==> config.mk <==
export PLATFORM = sky130hd
export DESIGN_NAME = pfetch_ctrl
export DESIGN_NICKNAME = d
export VERILOG_FILES = /design/src/rtl/pfetch_pkg.sv /design/src/rtl/pfetch_cfg.sv /design/src/rtl/pfetch_region.sv /design/src/rtl/pfetch_auto.sv /design/src/rtl/pfetch_manual.sv /design/src/rtl/pfetch_ctrl.sv
export SDC_FILE = /design/constraint.sdc
export NUM_CORES = 1
export LEC_CHECK = 0
export ABC_AREA = 1
export ABC_CLOCK_PERIOD_IN_PS = 5770
export BUFFER_PORTS_ARGS = -buffer_cell sky130_fd_sc_hd__buf_2
export CAP_MARGIN = 20
export CORE_MARGIN = 2
export CORE_UTILIZATION = 50
export DETAILED_ROUTE_END_ITERATION = 7
export PLACE_DENSITY = 0.65
export SLEW_MARGIN = 40
export SYNTH_ARGS = -nofsm -noshare
export SYNTH_HDL_FRONTEND = slang
export SYNTH_SLANG_ARGS = --single-unit
==> constraint.sdc <==
create_clock -name clk -period 5.77 [get_ports clk]
set_input_delay 0.2885 -clock clk [delete_from_list [all_inputs] [get_ports clk]]
set_output_delay 0.2885 -clock clk [all_outputs]
set_load 0.03 [all_outputs]
==> src/rtl/pfetch_pkg.sv <==
`timescale 1ns/1ps
package pfetch_pkg;

    localparam int NUM_RGN = 2;

    typedef enum logic [1:0] {
        TRIG_MISS = 2'd0,
        TRIG_HIT  = 2'd1,
        TRIG_BOTH = 2'd2,
        TRIG_NONE = 2'd3
    } trig_e;

    // packed so that bit 0 = dir, [2:1] = trig, [4:3] = window enables, 5 = auto
    typedef struct packed {
        logic                auto_en;
        logic [NUM_RGN-1:0]  rgn_en;
        trig_e               trig;
        logic                dir;
    } ctrl_t;

    localparam int CTRL_W = $bits(ctrl_t);

    localparam logic [2:0] SEL_CTRL = 3'd0;

    function automatic logic trig_match(input trig_e t, input logic hit);
        case (t)
            TRIG_MISS: return !hit;
            TRIG_HIT:  return hit;
            TRIG_BOTH: return 1'b1;
            default:   return 1'b0;
        endcase
    endfunction

endpackage

==> src/rtl/pfetch_cfg.sv <==
`timescale 1ns/1ps
module pfetch_cfg
    import pfetch_pkg::*;
#(
    parameter int AW = 16
) (
    input  logic                        clk,
    input  logic                        rst,
    input  logic                        wr,
    input  logic [2:0]                  sel,
    input  logic [AW-1:0]               wdata,
    input  logic                        man_go,
    input  logic                        man_stop,
    input  logic                        man_prev,
    output ctrl_t                       ctrl,
    output logic [NUM_RGN-1:0][AW-1:0]  base,
    output logic [NUM_RGN-1:0][AW-1:0]  size
);

    always_ff @(posedge clk) begin
        if (rst) begin
            ctrl <= '0;
        end else if (wr && sel == SEL_CTRL) begin
            ctrl <= ctrl_t'(wdata[CTRL_W-1:0]);
        end else if (man_go) begin
            ctrl.auto_en <= 1'b0;
        end else if (man_stop && man_prev) begin
            ctrl.auto_en <= 1'b1;
        end
    end

    for (genvar g = 0; g < NUM_RGN; g++) begin : g_rgn
        localparam logic [2:0] SEL_BASE = 3'(1 + 2 * g);
        localparam logic [2:0] SEL_SIZE = 3'(2 + 2 * g);
        always_ff @(posedge clk) begin
            if (rst) begin
                base[g] <= '0;
                size[g] <= '0;
            end else if (wr) begin
                if (sel == SEL_BASE) base[g] <= wdata;
                if (sel == SEL_SIZE) size[g] <= wdata;
            end
        end
    end

endmodule

==> src/rtl/pfetch_region.sv <==
`timescale 1ns/1ps
module pfetch_region #(
    parameter int AW = 16
) (
    input  logic          en,
    input  logic [AW-1:0] base,
    input  logic [AW-1:0] size,
    input  logic [AW-1:0] cur_line,
    input  logic [AW-1:0] nxt_line,
    input  logic          nxt_wrap,
    output logic          cur_in,
    output logic          nxt_ok
);

    function automatic logic inside_win(input logic [AW-1:0] a,
                                        input logic [AW-1:0] b,
                                        input logic [AW-1:0] s);
        return (a >= b) && ((a - b) < s);
    endfunction

    assign cur_in = en && inside_win(cur_line, base, size);
    assign nxt_ok = en && !nxt_wrap && inside_win(nxt_line, base, size);

endmodule

==> src/rtl/pfetch_auto.sv <==
`timescale 1ns/1ps
module pfetch_auto
    import pfetch_pkg::*;
#(
    parameter int AW = 16
) (
    input  logic               clk,
    input  logic               rst,
    input  ctrl_t              ctrl,
    input  logic               suspend,
    input  logic               resume,
    input  logic               blocked,
    input  logic               flush,
    input  logic               ev_valid,
    input  logic               ev_hit,
    input  logic [NUM_RGN-1:0] rgn_in,
    input  logic [NUM_RGN-1:0] rgn_nxt_ok,
    input  logic [AW-1:0]      nxt_line,
    input  logic               take,
    output logic               pend,
    output logic [AW-1:0]      pend_line
);

    logic paused;
    logic nxt_fits;
    logic fire;

    // first window (lowest index) that holds the event decides the bound
    always_comb begin
        nxt_fits = 1'b0;
        for (int k = NUM_RGN - 1; k >= 0; k--) begin
            if (rgn_in[k]) nxt_fits = rgn_nxt_ok[k];
        end
    end

    assign fire = ev_valid && ctrl.auto_en && !paused && !blocked
               && trig_match(ctrl.trig, ev_hit) && nxt_fits;

    always_ff @(posedge clk) begin
        if (rst)          paused <= 1'b0;
        else if (suspend) paused <= 1'b1;
        else if (resume)  paused <= 1'b0;
    end

    always_ff @(posedge clk) begin
        if (rst) begin
            pend      <= 1'b0;
            pend_line <= '0;
        end else if (flush || take) begin
            pend <= 1'b0;
        end else if (!pend && fire) begin
            pend      <= 1'b1;
            pend_line <= nxt_line;
        end
    end

endmodule

==> src/rtl/pfetch_manual.sv <==
`timescale 1ns/1ps
module pfetch_manual #(
    parameter int AW = 16,
    parameter int CW = 8
) (
    input  logic          clk,
    input  logic          rst,
    input  logic          go,
    input  logic          stop,
    input  logic [AW-1:0] start_line,
    input  logic [CW-1:0] start_cnt,
    input  logic          start_dir,
    input  logic          auto_en,
    input  logic          take,
    output logic          busy,
    output logic          done,
    output logic          prev_auto,
    output logic [AW-1:0] line
);

    logic [CW-1:0] remain;
    logic          dir_q;

    always_ff @(posedge clk) begin
        if (rst) begin
            busy      <= 1'b0;
            done      <= 1'b0;
            prev_auto <= 1'b0;
            remain    <= '0;
            dir_q     <= 1'b0;
            line      <= '0;
        end else if (stop) begin
            busy <= 1'b0;
            done <= 1'b0;
        end else if (go) begin
            prev_auto <= auto_en;
            line      <= start_line;
            dir_q     <= start_dir;
            remain    <= start_cnt;
            busy      <= (start_cnt != '0);
            done      <= (start_cnt == '0);
        end else if (busy && take) begin
            remain <= remain - 1'b1;
            line   <= dir_q ? line - 1'b1 : line + 1'b1;
            if (remain == CW'(1)) begin
                busy <= 1'b0;
                done <= 1'b1;
            end
        end
    end

endmodule

==> src/rtl/pfetch_ctrl.sv <==
`timescale 1ns/1ps
module pfetch_ctrl
    import pfetch_pkg::*;
#(
    parameter int AW = 16,
    parameter int CW = 8
) (
    input  logic          clk,
    input  logic          rst,
    input  logic          cfg_wr,
    input  logic [2:0]    cfg_sel,
    input  logic [AW-1:0] cfg_wdata,
    input  logic          ev_valid,
    input  logic          ev_hit,
    input  logic [AW-1:0] ev_line,
    input  logic          pf_suspend,
    input  logic          pf_resume,
    input  logic          man_start,
    input  logic [AW-1:0] man_line,
    input  logic [CW-1:0] man_cnt,
    input  logic          man_dir,
    input  logic          man_end,
    output logic          man_done,
    output logic          man_prev_auto,
    input  logic          frz_en,
    input  logic          frz_mode,
    output logic          frz_busy,
    output logic          frz_err,
    output logic          fill_valid,
    input  logic          fill_ready,
    output logic [AW-1:0] fill_line,
    output logic          fill_src
);

    ctrl_t                      ctrl;
    logic [NUM_RGN-1:0][AW-1:0] rgn_base;
    logic [NUM_RGN-1:0][AW-1:0] rgn_size;
    logic [NUM_RGN-1:0]         rgn_in;
    logic [NUM_RGN-1:0]         rgn_nxt_ok;
    logic [AW-1:0]              nxt_line;
    logic                       nxt_wrap;
    logic                       go;
    logic                       man_busy;
    logic [AW-1:0]              man_cur;
    logic                       auto_pend;
    logic [AW-1:0]              auto_line;
    logic                       take;

    // an end request in the same cycle wins over a start
    assign go = man_start && !man_end;

    assign nxt_line = ctrl.dir ? ev_line - 1'b1 : ev_line + 1'b1;
    assign nxt_wrap = ctrl.dir ? (ev_line == '0) : (&ev_line);

    pfetch_cfg #(.AW(AW)) u_cfg (
        .clk      (clk),
        .rst      (rst),
        .wr       (cfg_wr),
        .sel      (cfg_sel),
        .wdata    (cfg_wdata),
        .man_go   (go),
        .man_stop (man_end),
        .man_prev (man_prev_auto),
        .ctrl     (ctrl),
        .base     (rgn_base),
        .size     (rgn_size)
    );

    for (genvar g = 0; g < NUM_RGN; g++) begin : g_win
        pfetch_region #(.AW(AW)) u_win (
            .en       (ctrl.rgn_en[g]),
            .base     (rgn_base[g]),
            .size     (rgn_size[g]),
            .cur_line (ev_line),
            .nxt_line (nxt_line),
            .nxt_wrap (nxt_wrap),
            .cur_in   (rgn_in[g]),
            .nxt_ok   (rgn_nxt_ok[g])
        );
    end

    assign fill_valid = !frz_en && (man_busy || auto_pend);
    assign fill_line  = man_busy ? man_cur : auto_line;
    assign fill_src   = man_busy;
    assign take       = fill_valid && fill_ready;

    pfetch_auto #(.AW(AW)) u_auto (
        .clk        (clk),
        .rst        (rst),
        .ctrl       (ctrl),
        .suspend    (pf_suspend),
        .resume     (pf_resume),
        .blocked    (frz_en || man_busy),
        .flush      (go),
        .ev_valid   (ev_valid),
        .ev_hit     (ev_hit),
        .rgn_in     (rgn_in),
        .rgn_nxt_ok (rgn_nxt_ok),
        .nxt_line   (nxt_line),
        .take       (take && !man_busy),
        .pend       (auto_pend),
        .pend_line  (auto_line)
    );

    pfetch_manual #(.AW(AW), .CW(CW)) u_man (
        .clk        (clk),
        .rst        (rst),
        .go         (go),
        .stop       (man_end),
        .start_line (man_line),
        .start_cnt  (man_cnt),
        .start_dir  (man_dir),
        .auto_en    (ctrl.auto_en),
        .take       (take && man_busy),
        .busy       (man_busy),
        .done       (man_done),
        .prev_auto  (man_prev_auto),
        .line       (man_cur)
    );

    always_ff @(posedge clk) begin
        if (rst) begin
            frz_busy <= 1'b0;
            frz_err  <= 1'b0;
        end else begin
            frz_busy <= ev_valid && !ev_hit && frz_en && !frz_mode;
            frz_err  <= ev_valid && !ev_hit && frz_en &&  frz_mode;
        end
    end

endmodule

* Yosys cells after proc, flatten, opt, wreduce, memory -nomap -nowiden *
Index checks and enable logic that the tools add are counted.
W data, S select, Z words.

storage, ports and cells
  flip-flop bits (word level) = 118
  bits in latches = 0
  bits in writable memories = 0
  bits in read-only memories = 0
  input port bits = 72
  output and inout port bits = 22
  word-level logic and storage cells = 127
  memories kept = 0

cells by class
  $add $sub $neg = 9
  multipliers = 0
  divide/modulo/power cells = 0
  order comparisons = 8
  equality and inequality tests = 7
  shift operators = 0
  muxes and demuxes = 22
  bitwise logic cells = 2
  reduce and logical (&&, ||, !) cells = 60

operator list
  cell                     number
  $mux W16                 5
  $ge A16 B16 Y1           4
  $lt A16 B16 Y1           4
  $sub A16 B16 Y16         4
  $add A16 B1 Y16 const B  2
  $sub A16 B1 Y16 const B  2
  $logic_and A1 B1 Y1      28
  $logic_not A16 Y1        1
  $mux W8                  2
  $reduce_and A16 Y1       1
  $reduce_and A2 Y1        8
  $mux W1                  14
  $logic_not A1 Y1         9
  $eq A8 B1 Y1 const B     1
  $logic_not A8 Y1         1
  $reduce_bool A8 Y1       1
  $sub A8 B1 Y8 const B    1
  $eq A3 B2 Y1 const B     2
  $reduce_bool A2 Y1       3
  $reduce_or A2 Y1         2
  $eq A3 B1 Y1 const B     1
  $eq A3 B3 Y1 const B     1
  $logic_not A3 Y1         1
  $logic_or A1 B1 Y1       3
  other kinds (6)          7

* Longest topological paths before layout *
  depth in word-level cells = 11
  depth in mapped cells = 36
  mapped depth without buffers = 35

* By module *
A second synthesis with hierarchy kept.

second synthesis, totals
  cell total of the unflattened synthesis = 2166
  area, all modules = 12737.2 µm²

modules (own cells, without submodules)
  module                           instances  cells an instance  area an instance (µm²)  sequential area each (µm²)
  pfetch_cfg                       1          417                2922.8                  1401.3
  pfetch_region at g_win[0].u_win  1          497                2705.1                  0.0
  pfetch_region at g_win[1].u_win  1          490                2662.6                  0.0
  pfetch_manual                    1          370                2306.0                  560.5
  pfetch_ctrl                      1          266                1326.3                  40.0
  pfetch_auto                      1          126                814.5                   360.3

* Worst setup path before layout *
OpenSTA, ideal clock, no wires.

  kind = flip-flop to flip-flop
  start = register u_cfg.ctrl[0] (netlist name)
  end = register u_auto.pend_line[6]
  setup time = 0.062 ns
  arrival time = 4.469 ns
  data required time = 5.708 ns
  slack = 1.239 ns
  stages on the path, launching flop included = 32
  buffers on the path = 1
  period minus slack after synthesis = 4.531 ns
  path through = dfxtp_1 ha_1 a21oi_1 nand2_1 nand2_1 nand2_1 nand3_1 nand2_1 nand2_1 nand3b_1 nand2_1 inv_1 ha_1 nand2_1 nor2_1 nand4_1 o21ai_0 a21oi_1 o21bai_1 xor2_1 ha_1 a21oi_1 o21a_1 nand3_1 nor2_1 nand3_2 a21oi_4 nand3_4 buf_6 nand2_1 inv_2 nor2_2

on the way
  longest elaborated chain between the ends = 10
  elaborated cells between the ends (all ways) = 20
  those cells by class = add/sub: 2; order compare: 4; mux: 4; reduce/logical: 10

ends and longest elaborated chain
  element                                 line                 text
  $mux W16 (*)                            pfetch_ctrl.sv:52    assign nxt_line = ctrl.dir ? ev_line - 1'b1 : ev_line + 1'b1;
  via g_win[0].u_win.nxt_line[9]          pfetch_region.sv:9   input logic [AW-1:0] nxt_line,
  $sub A16 B16 Y16                        pfetch_region.sv:18  return (a >= b) && ((a - b) < s);
  $lt A16 B16 Y1                          pfetch_region.sv:18
  $logic_and A1 B1 Y1                     pfetch_region.sv:18
  $logic_and A1 B1 Y1                     pfetch_region.sv:22  assign nxt_ok = en && !nxt_wrap && inside_win(nxt_line, base, size);
  $mux W1                                 pfetch_auto.sv:32    if (rgn_in[k]) nxt_fits = rgn_nxt_ok[k];
  $mux W1 (*)                             pfetch_auto.sv:32
  $logic_and A1 B1 Y1 (*)                 pfetch_auto.sv:37    && trig_match(ctrl.trig, ev_hit) && nxt_fits;
  $logic_and A1 B1 Y1 (*)                 pfetch_auto.sv:51    end else if (!pend && fire) begin
  $reduce_and A2 Y1 (no source line) (*)  -
  end signal: assignment                  pfetch_auto.sv:53    pend_line <= nxt_line;
  end: declaration                        pfetch_auto.sv:21    output logic [AW-1:0] pend_line

The timed path passes the listed nets; every way through them passes the cells marked *.
A chain may end at the register's enable or synchronous reset.

* Final worst setup path *
  start = register u_cfg.ctrl[0] (netlist name)
  end = register u_auto.pend_line[6]

on the way
  longest elaborated chain between the ends = 10
  elaborated cells between the ends (all ways) = 20
  those cells by class = add/sub: 2; order compare: 4; mux: 4; reduce/logical: 10

ends and longest elaborated chain
  element                                 line
  $mux W16 (*)                            pfetch_ctrl.sv:52
  via g_win[0].u_win.nxt_line[8]          pfetch_region.sv:9
  $sub A16 B16 Y16                        pfetch_region.sv:18
  $lt A16 B16 Y1                          pfetch_region.sv:18
  $logic_and A1 B1 Y1                     pfetch_region.sv:18
  $logic_and A1 B1 Y1                     pfetch_region.sv:22
  $mux W1                                 pfetch_auto.sv:32
  $mux W1 (*)                             pfetch_auto.sv:32
  $logic_and A1 B1 Y1 (*)                 pfetch_auto.sv:37
  $logic_and A1 B1 Y1 (*)                 pfetch_auto.sv:51
  $reduce_and A2 Y1 (no source line) (*)  -

Marks and branches as above.

==> results_dict.tcl <==
set metrics [dict create \
    status "complete, no violations" \
    clkPwrFrac_pct 33.4 \
    power_density_nw_per_um2 249 \
    post_cts_buffers 0 \
    rsz0062_at_grt "no" \
    fmax_mhz 189 \
    drt-total-wl_um 33700 \
    cts_made_buffers 17 \
    ys_seq_elements 118 \
    hp-class "primary input to flop" \
    cts_resized 0 \
    synth.distinct_cells 43 \
    slew_headroom_pct 44.6 \
    fp-row-count 53 \
    grt_overflow 0 \
    wl_per_cell_um 16.9 \
    regToRegStartpoint "u_cfg.ctrl[0]" \
    vias 10826 \
    intPower_mw 1.84 \
    die-area_um2 22700 \
    power_switching_share_pct 38.6 \
    max_slew.worst_pin.slew_ns 0.820 \
    io-pin-count 94 \
    cts_tree "done" \
    max_cap_violations 0 \
    power_mw 3.00 \
    start_kind "flop" \
    die_x_um 151 \
    gp_congestion 0.983 \
    finClkSkew_ns 0.0151 \
    clkTransAtPathRegs_ns 0.06 \
    worstSetupEndpointType "flop" \
    cp_slowest_stage_delay_ns 0.43 \
    finalSetupViolCount 0 \
    irDropWorstVdd_uv 184 \
    seq_power_share_pct 28.8 \
    syn_avg_cell_area_um2 6.64 \
    worstRegToRegCells 31 \
    synthArstFlopShare_pct 0 \
    drtIter0Drc 691 \
    io_buffers 93 \
    drive_gt1_share_pct 9.74 \
    synth_area_um2 10700 \
    htree_levels 4 \
    min_to "frz_busy" \
    postRouteAntennaNets 0 \
    ys.flop_type "dfxtp_1" \
    finalHoldViolations 0 \
    antenna_found_initial 2 \
    hpwl_um 27100 \
    nets 1934 \
    fin_tns_setup_ns 0 \
    drv_slew 0 \
    syn_to_final_growth_pct 12.1 \
    required_ns 6.13 \
    drtPass1Iterations 5 \
    cts-root-buf "clkbuf_16" \
    crit_type "flop to flop" \
    synth_edf_count 0 \
    die-height_um 151 \
    cp_max_fo 16 \
    cts.sinks 118 \
    layout_commonest_cell "nand2_1" \
    crit_slowest_cell "dfxtp_1" \
    layout_min_cycle_time_ns 5.29 \
    min_period_over_period_pct 91.8 \
    grt_pass1_vias 9655 \
    synth-seq-area-share_pct 22.0 \
    cp.arrival_ns 5.66 \
    initial_core_util_pct 51.0 \
    syn-num-nets 1851 \
    r2r_slack_ns 0.48 \
    leakagePower_nw 5.71 \
    netSwitchingPower_mw 1.16 \
    reg2reg_to "u_auto.pend_line[6]" \
    grt_max_degree 54 \
    hold_depth 2 \
    synth_area_leaders "dfxtp_1 (22%), ha_1 (18%), nand2_1 (12%)" \
    grt_usage_pct 30.2 \
    final_cell_mix "nand2_1 (337), inv_1 (223), a21oi_1 (195)" \
    synth.top_cell.area_share_pct 22.0 \
    clock_latency_ns 0.43 \
    viasPerCell 5.43 \
    coreArea_um2 21100 \
    grt_pass1_wl_um 52300 \
    holdBufCountCts 0 \
    syn_inst 1619 \
    drc 0 \
    p_comb_share_pct 37.7 \
    ys.warnings.count 0 \
    min_from "frz_mode" \
    synth.largest_area_cell "dfxtp_1" \
    clk_path_buf_depth 2 \
]
## registers in the layout, summed over array words and instances, names as in the netlist
register / cells
frz_err: 1
u_man.line: 16
u_auto.pend_line: 16
u_man.done: 1
frz_busy: 1
u_auto.pend: 1
u_cfg.size: 32
u_man.dir_q: 1
u_man.busy: 1
u_auto.paused: 1
u_cfg.base: 32
u_man.remain: 8
u_man.prev_auto: 1
u_cfg.ctrl: 6
## worst max path at each step
stage | start | endpoint | slack [ns] | cells past startpoint
2_1_floorplan | u_cfg.ctrl[0] | u_auto.pend_line[6] | 1.24 | 31
3_3_place_gp | u_cfg.ctrl[0] | u_auto.pend_line[6] | 0.60 | 31
3_5_place_dp | u_cfg.ctrl[0] | u_auto.pend_line[0] | 0.57 | 31
4_1_cts | u_cfg.ctrl[0] | u_auto.pend_line[13] | 0.54 | 31
5_1_grt | u_cfg.ctrl[0] | u_auto.pend_line[0] | 0.005 | 31
6_report | u_cfg.ctrl[0] | u_auto.pend_line[6] | 0.48 | 31
## stage by stage
| step | setup slack [ns] | instances | cell area, um2 | hold WS [ns] | util (%) |
|---|---|---|---|---|---|
| after global placement | 0.598 | 1958 | 11500 | 0.454 | 54.4 |
| after detailed placement | 0.568 | 1958 | 11500 | 0.455 | 54.5 |
| after CTS | 0.544 | 1990 | 12000 | 0.0188 | 57.1 |
| after global routing | 0.00481 | 1991 | 12000 | 0.0188 | 57.1 |
| after floorplan | 1.24 | 1619 | 10700 | 0.361 | - |
| final | 0.476 | 1992 | 12000 | 0.0256 | 57.1 |
## cell usage after synthesis (all sizes together) (8+ instances only)
master and count:
ha 154, nand3 57, a31oi 13, dfxtp 118, or2 8, a21oi 196, nand2 342, o21ai 151
nand4 25, inv 228, nor3 18, clkbuf 36, nand3b 10, nor2 127, xor2 43, xnor2 33
## layer usage
layer / track usage (%) / wire (um)
met5: 0 / 0
met1: 43.4 / 16100
met4: 8.41 / 736
met2: 47.2 / 14700
met3: 4.09 / 2100
## layout make-up
class / instances / area (um2)
Multi-Input combinational cell: 1230 / 7360
Inverter: 229 / 862
Timing Repair Buffer: 106 / 563
Clock inverter: 14 / 103
Antenna cell: 2 / 5.00
Tap cell: 275 / 344
Fill cell: 2062 / 9050
Clock buffer: 18 / 439
Sequential cell: 118 / 2360
## power by group through the flow
stage / Clock [mW] / Sequential (mW) / Combinational [mW]
floorplan: 0 / 0.875 / 0.810
global placement: 0 / 0.881 / 1.09
detailed placement: 0 / 0.882 / 1.11
CTS: 1.02 / 0.864 / 1.12
global route: 1.05 / 0.867 / 1.28
finish: 1.00 / 0.864 / 1.13
## kinds of logic (layout without fill, tap and decap cells)
family | Yosys count | in the layout | synth area share (%)
flip-flops | 118 | 118 | 22.0
buffers and inverters | 271 | 367 | 9.59
AO/OA/AOI/OAI | 401 | 401 | 19.9
XOR/XNOR | 76 | 76 | 6.19
other | 0 | 2 | 0
adder cells (fa/ha/maj) | 160 | 160 | 19.0
AND/OR/NAND/NOR | 593 | 593 | 23.3
## worst max-delay path, delay by kind of cell, from the launching register on
family                   cells  cell delay, ns
adder cells (fa/ha/maj)      3            0.98
flip-flops                   1            0.43
buffers and inverters        3            0.44
AND/OR/NAND/NOR             17            1.93
AO/OA/AOI/OAI                6            1.05
XOR/XNOR                     2            0.39
(Power assumes the default switching activity.)
